File: config.mk
export PLATFORM = sky130hd
export DESIGN_NAME = hbridge_gate_seq
export DESIGN_NICKNAME = d
export VERILOG_FILES = /design/src/rtl/hbgs_pkg.sv /design/src/rtl/hbgs_cmd_reg.sv /design/src/rtl/hbgs_leg.sv /design/src/rtl/hbridge_gate_seq.sv
export SDC_FILE = /design/constraint.sdc
export NUM_CORES = 1
export LEC_CHECK = 0
export BUFFER_PORTS_ARGS = -buffer_cell sky130_fd_sc_hd__buf_2
export CAP_MARGIN = 15
export CORE_ASPECT_RATIO = 0.7
export CORE_UTILIZATION = 35
export CTS_CLUSTER_SIZE = 12
export DETAILED_ROUTE_END_ITERATION = 10
export GPL_TIMING_DRIVEN = 0
export HOLD_SLACK_MARGIN = 0.1
export SLEW_MARGIN = 20
export SYNTH_ARGS = -nofsm -noshare
export SYNTH_HDL_FRONTEND = slang
export SYNTH_SLANG_ARGS = --single-unit
export TNS_END_PERCENT = 10
File: constraint.sdc
create_clock -name clk -period 1.2 [get_ports clk]
set_input_delay 0.24 -clock clk [delete_from_list [all_inputs] [get_ports clk]]
set_output_delay 0.24 -clock clk [all_outputs]
set_load 0.02 [all_outputs]
File: src/rtl/hbgs_pkg.sv
package hbgs_pkg;

   typedef enum logic [1:0] {
      LEG_OFF  = 2'd0,
      LEG_LOW  = 2'd1,
      LEG_HIGH = 2'd2
   } leg_req_e;

   function automatic leg_req_e decode_req(input logic en, input logic cfg);
      if (!en)
         return LEG_OFF;
      return cfg ? LEG_HIGH : LEG_LOW;
   endfunction

endpackage

File: src/rtl/hbgs_cmd_reg.sv
module hbgs_cmd_reg #(
   parameter int NUM_LEGS = 6
) (
   input  logic                clk,
   input  logic                rst_n,
   input  logic                wr,
   input  logic [NUM_LEGS-1:0] wr_en,
   input  logic [NUM_LEGS-1:0] wr_cfg,
   input  logic [NUM_LEGS-1:0] kill,
   output logic [NUM_LEGS-1:0] en_q,
   output logic [NUM_LEGS-1:0] cfg_q
);

   logic [NUM_LEGS-1:0] en_d;
   logic [NUM_LEGS-1:0] cfg_d;

   // A fault on a leg beats a write to it in the same cycle.
   always_comb begin
      en_d  = (wr ? wr_en  : en_q)  & ~kill;
      cfg_d = (wr ? wr_cfg : cfg_q) & ~kill;
   end

   always_ff @(posedge clk or negedge rst_n) begin
      if (!rst_n) begin
         en_q  <= '0;
         cfg_q <= '0;
      end else begin
         en_q  <= en_d;
         cfg_q <= cfg_d;
      end
   end

endmodule

File: src/rtl/hbgs_leg.sv
module hbgs_leg
   import hbgs_pkg::*;
#(
   parameter int DT_HL_CYC = 4,
   parameter int DT_LH_CYC = 4,
   parameter int TMR_W     = 3
) (
   input  logic clk,
   input  logic rst_n,
   input  logic req_en,
   input  logic req_cfg,
   input  logic lockout,
   output logic hs_on,
   output logic ls_on
);

   leg_req_e         want;
   logic [TMR_W-1:0] tmr_q;
   logic [TMR_W-1:0] load_val;
   logic             tmr_idle;
   logic             hs_d;
   logic             ls_d;
   logic             sw_off;

   assign want     = lockout ? LEG_OFF : decode_req(req_en, req_cfg);
   assign tmr_idle = (tmr_q == '0);

   // Reload value: a single constant when both directions match, otherwise
   // picked by which switch is opening.
   generate
      if (DT_HL_CYC == DT_LH_CYC) begin : g_sym
         assign load_val = TMR_W'(DT_HL_CYC - 1);
      end else begin : g_asym
         assign load_val = hs_on ? TMR_W'(DT_HL_CYC - 1) : TMR_W'(DT_LH_CYC - 1);
      end
   endgenerate

   // Turning off is immediate; turning on needs the other side off and the
   // interval expired.
   always_comb begin
      hs_d = hs_on ? (want == LEG_HIGH) : ((want == LEG_HIGH) && !ls_on && tmr_idle);
      ls_d = ls_on ? (want == LEG_LOW)  : ((want == LEG_LOW)  && !hs_on && tmr_idle);
      sw_off = (hs_on && !hs_d) || (ls_on && !ls_d);
   end

   always_ff @(posedge clk or negedge rst_n) begin
      if (!rst_n) begin
         hs_on <= 1'b0;
         ls_on <= 1'b0;
         tmr_q <= '0;
      end else begin
         hs_on <= hs_d;
         ls_on <= ls_d;
         if (sw_off)
            tmr_q <= load_val;
         else if (!tmr_idle)
            tmr_q <= tmr_q - TMR_W'(1);
      end
   end

endmodule

File: src/rtl/hbridge_gate_seq.sv
module hbridge_gate_seq #(
   parameter int NUM_LEGS  = 6,
   parameter int DT_HL_CYC = 4,
   parameter int DT_LH_CYC = 6
) (
   input  logic                clk,
   input  logic                rst_n,
   input  logic                cmd_wr,
   input  logic [NUM_LEGS-1:0] cmd_en,
   input  logic [NUM_LEGS-1:0] cmd_cfg,
   input  logic [NUM_LEGS-1:0] leg_kill,
   input  logic                lockout,
   output logic [NUM_LEGS-1:0] hs_on,
   output logic [NUM_LEGS-1:0] ls_on,
   output logic [NUM_LEGS-1:0] st_en,
   output logic [NUM_LEGS-1:0] st_cfg
);

   localparam int DT_MAX = (DT_HL_CYC > DT_LH_CYC) ? DT_HL_CYC : DT_LH_CYC;
   localparam int TMR_W  = $clog2(DT_MAX + 1);

   generate
      if (NUM_LEGS < 1) begin : g_bad_legs
         $error("NUM_LEGS must be at least 1");
      end
      if (DT_HL_CYC < 1) begin : g_bad_hl
         $error("DT_HL_CYC must be at least 1");
      end
      if (DT_LH_CYC < 1) begin : g_bad_lh
         $error("DT_LH_CYC must be at least 1");
      end
   endgenerate

   logic [NUM_LEGS-1:0] en_q;
   logic [NUM_LEGS-1:0] cfg_q;

   hbgs_cmd_reg #(.NUM_LEGS(NUM_LEGS)) u_cmd (
      .clk    (clk),
      .rst_n  (rst_n),
      .wr     (cmd_wr),
      .wr_en  (cmd_en),
      .wr_cfg (cmd_cfg),
      .kill   (leg_kill),
      .en_q   (en_q),
      .cfg_q  (cfg_q)
   );

   generate
      for (genvar g = 0; g < NUM_LEGS; g++) begin : g_leg
         hbgs_leg #(
            .DT_HL_CYC (DT_HL_CYC),
            .DT_LH_CYC (DT_LH_CYC),
            .TMR_W     (TMR_W)
         ) u_leg (
            .clk     (clk),
            .rst_n   (rst_n),
            .req_en  (en_q[g]),
            .req_cfg (cfg_q[g]),
            .lockout (lockout),
            .hs_on   (hs_on[g]),
            .ls_on   (ls_on[g])
         );
      end
   endgenerate

   assign st_en  = en_q;
   assign st_cfg = en_q & cfg_q;

endmodule

==> results.md <==
* Layout net count at between 300 and 400
* CTS Root Cell: clkbuf_8
* # IOs at between 40 and 50
* Final hold slack at roughly 0.13 ns
* IO Port Bufs at 45
* Failing checks: setup timing
* Row cnt at 24
* Final core occ at 0.524
* DRC Markers at 0
* Syn Nets at 270
* Final min period at roughly 1.3 ns
* Count leader, synth: nor2_1
* Top post-synthesis cells by area: dfrtp_1 45%, mux2i_1 9.4%, nor2_1 7.1%
* Fin Clk Skew at about 0.0086 ns
* Final WL at between 4000 and 5000 um
* Most common library cells after synthesis: 44 x nor2_1, 42 x dfrtp_1, 22 x mux2i_1, 18 x buf_4, 15 x inv_1
* Post-DP HPWL at approximately 3100 um
* Final period util at 1.07
* Worst-path cell chain: and2_1, buf_2
* Yosys top cell area share at 0.449
* Fraction of layout cells with a size suffix above 1 at 0.455
* Status: finished with violations
* Chip Width at 99.8 um
* Unique masters post-synth at 29
* Post-Syn Area per Cell at around 9.9 um^2
* First-pass GRT wire length at about 7800 um
* Crit path largest cell delay at 0.44 ns
* DRT iter0 DRCs at roughly 60
* RePlAce Congestion at 0.708
* Worst hold path class: in2reg
* Initial Utilization at 0.370
* Fillers at between 600 and 700
* TritonCTS clock tree: built
* CP Buf/Inv Count at 1
* Die ar. at 7030 um^2
* CTS clk-pin slew, worst paths at around 0.080 ns
* Total power at between 5 and 6 mW
* Antenna diodes at 0
* CTS Buf Count at 5
* Slack of the critical path at -0.0822 ns
* Post-synth EDFFs at 0
* Die Y at between 70 and 80 um
* Area growth syn-to-layout at 41.8%
* Synth Cell Area at roughly 2300 um^2
* Number of H-tree levels at 2
* CTS Sinks at between 40 and 50
* Critical path capture point type: primary output
* Cells after synthesis at approximately 240
* Cell family with most CP delay: flip-flops
* Crit path required time at 0.96 ns
* Via count at between 1500 and 2000
* Sequential-to-total area share from yosys stat at 0.449
* Core area at around 6300 um^2
* Critical path's slowest cell: dfrtp_2
* Critical path startpoint category: flop
* Worst-Margin Slew at 0.384 ns
* Pre-CTS setup slack at -0.223 ns
* Initial antenna violation count at 0
* VDD IR-drop max at ~0.59 mV
* Max Fclk at 780 MHz
* Relative slew slack at 0.744
* Post-DRT Antenna Nets at 0
* Final Hold Viols at 0
* Clock buffer depth at 2
* Global route total overflow at 0
* Fin. max-slew vios at 0
* Routed len/inst at 11.9 um
* Later-pin clock latency in the skew report at 0.30 ns
* 1st-pass router iterations at 4
* Max Cap Viol at 0
* FF+latch count, synth at 42
* Setup total negative slack at -1.17 ns
* Critical path data arrival time at about 1.0 ns
* Vias in the first global route at 1676
* Ys flop type: dfrtp_1
* PD cells at 1720 nW/um^2
* RSZ-0062 raised after global routing: true
* Largest net degree at the start of global routing at 43
* Largest area contributor in the synthesized netlist: dfrtp_1
* Gr usage total at 0.145
* Final setup vio count at 32
* DR vias/cell at approximately 4.6
* Lkg Pwr at 1.64 nW
* Synth async-reset ratio at 1.00
* Type of the worst setup path: reg2out
* Synth warn at 0
* Crit-path max FO at 5
[where the power goes]
group	switching [mW]	total, mW	internal, mW
registers	0.246	2.04	1.79
logic	1.25	2.71	1.46
clock network	0.492	0.954	0.463
total	1.99	5.70	3.71
[timing repair]
| item | 4_1_cts | 5_1_grt |
|---|---|---|
| resized for setup | 55 | 58 |
| buffers inserted | 6 | 6 |
| endpoints found under the hold margin | 10 | 12 |
| pin swaps | 0 | 7 |
| endpoints found under the setup margin | 38 | 46 |
| hold buffers | 5 | 1 |
[cells in the final DEF (no fill, tap or decap), types with 5 or more instances in the layout]
| cell | n |
|---|---|
| nor2_1 | 44 |
| buf_6 | 34 |
| buf_2 | 27 |
| dfrtp_1 | 24 |
| mux2i_1 | 22 |
| dfrtp_2 | 18 |
| buf_4 | 15 |
| inv_1 | 8 |
| inv_2 | 7 |
| nand2b_4 | 7 |
| a21oi_2 | 7 |
| nand2b_1 | 6 |
| xnor2_1 | 6 |
| ha_4 | 6 |
| clkbuf_8 | 6 |
| dlygate4sd3_1 | 6 |
| and2_1 | 5 |
| o211a_1 | 5 |
| a211oi_1 | 5 |
[layout make-up]
class | count | area [um^2] | area share
plain buffers | 19 | 193 | 0.0580
clock buffers | 6 | 82.6 | 0.0249
clock inverters | 2 | 12.5 | 0.00377
inverters | 15 | 56.3 | 0.0170
multi-input cells | 160 | 1270 | 0.383
flip-flops and latches | 42 | 1070 | 0.323
well taps | 91 | 114 | 0.0343
repair buffers | 64 | 518 | 0.156
[state kept, by name, indices dropped and copies added, names as in the netlist]
name / count
g_leg.u_leg.tmr_q: 18
g_leg.u_leg.hs_on: 6
g_leg.u_leg.ls_on: 6
u_cmd.cfg_q: 6
u_cmd.en_q: 6
[cells by family (layout without fill, tap and decap cells)]
family          count (synthesis)  in the layout  synth area share
compound gates                 32             32            0.0930
xor+xnor                        6              6            0.0224
fa+ha+maj                      12             12            0.0641
buf+inv                        34            106            0.0839
flops                          42             42             0.449
mux                            23             23             0.100
simple gates                   87             87             0.187
[worst paths after layout]
check	from	slack, ns	depth (start not counted)	to
worst max-delay path	u_cmd.cfg_q[2]	-0.08	2	st_cfg[2]
worst min-delay path	leg_kill[1]	0.13	2	u_cmd.cfg_q[1]
worst max register to register	u_cmd.en_q[2]	-0.06	4	g_leg[2].u_leg.tmr_q[1]
worst min register to register	u_cmd.cfg_q[1]	0.50	1	g_leg[1].u_leg.ls_on
max in group asynchronous	rst_n	0.35	3	u_cmd.en_q[2]
min in group asynchronous	rst_n	0.37	2	g_leg[0].u_leg.ls_on
[metrics by stage]
stage	instance area [um^2]	std cells
5_1_grt	3320	399
6_report	3320	399
2_1_floorplan	2340	236
4_1_cts	3040	391
3_5_place_dp	2680	372
3_3_place_gp	2680	372
[metal layers]
layer	track usage	wire, um	vias to the layer above
met3	0.0370	191	8
met2	0.207	2100	41
met4	0.0490	60	0
met5	0	0	-
met1	0.211	2390	866
li1	-	-	920
[worst reg2reg max path, cell delays in order, from the launching register on]
cell and delay, ns:
dfrtp_2 0.40, nand2b_1 0.08, o21a_1 0.17, o22a_1 0.20
mux2_4 0.30
(Power assumes the default switching activity.)
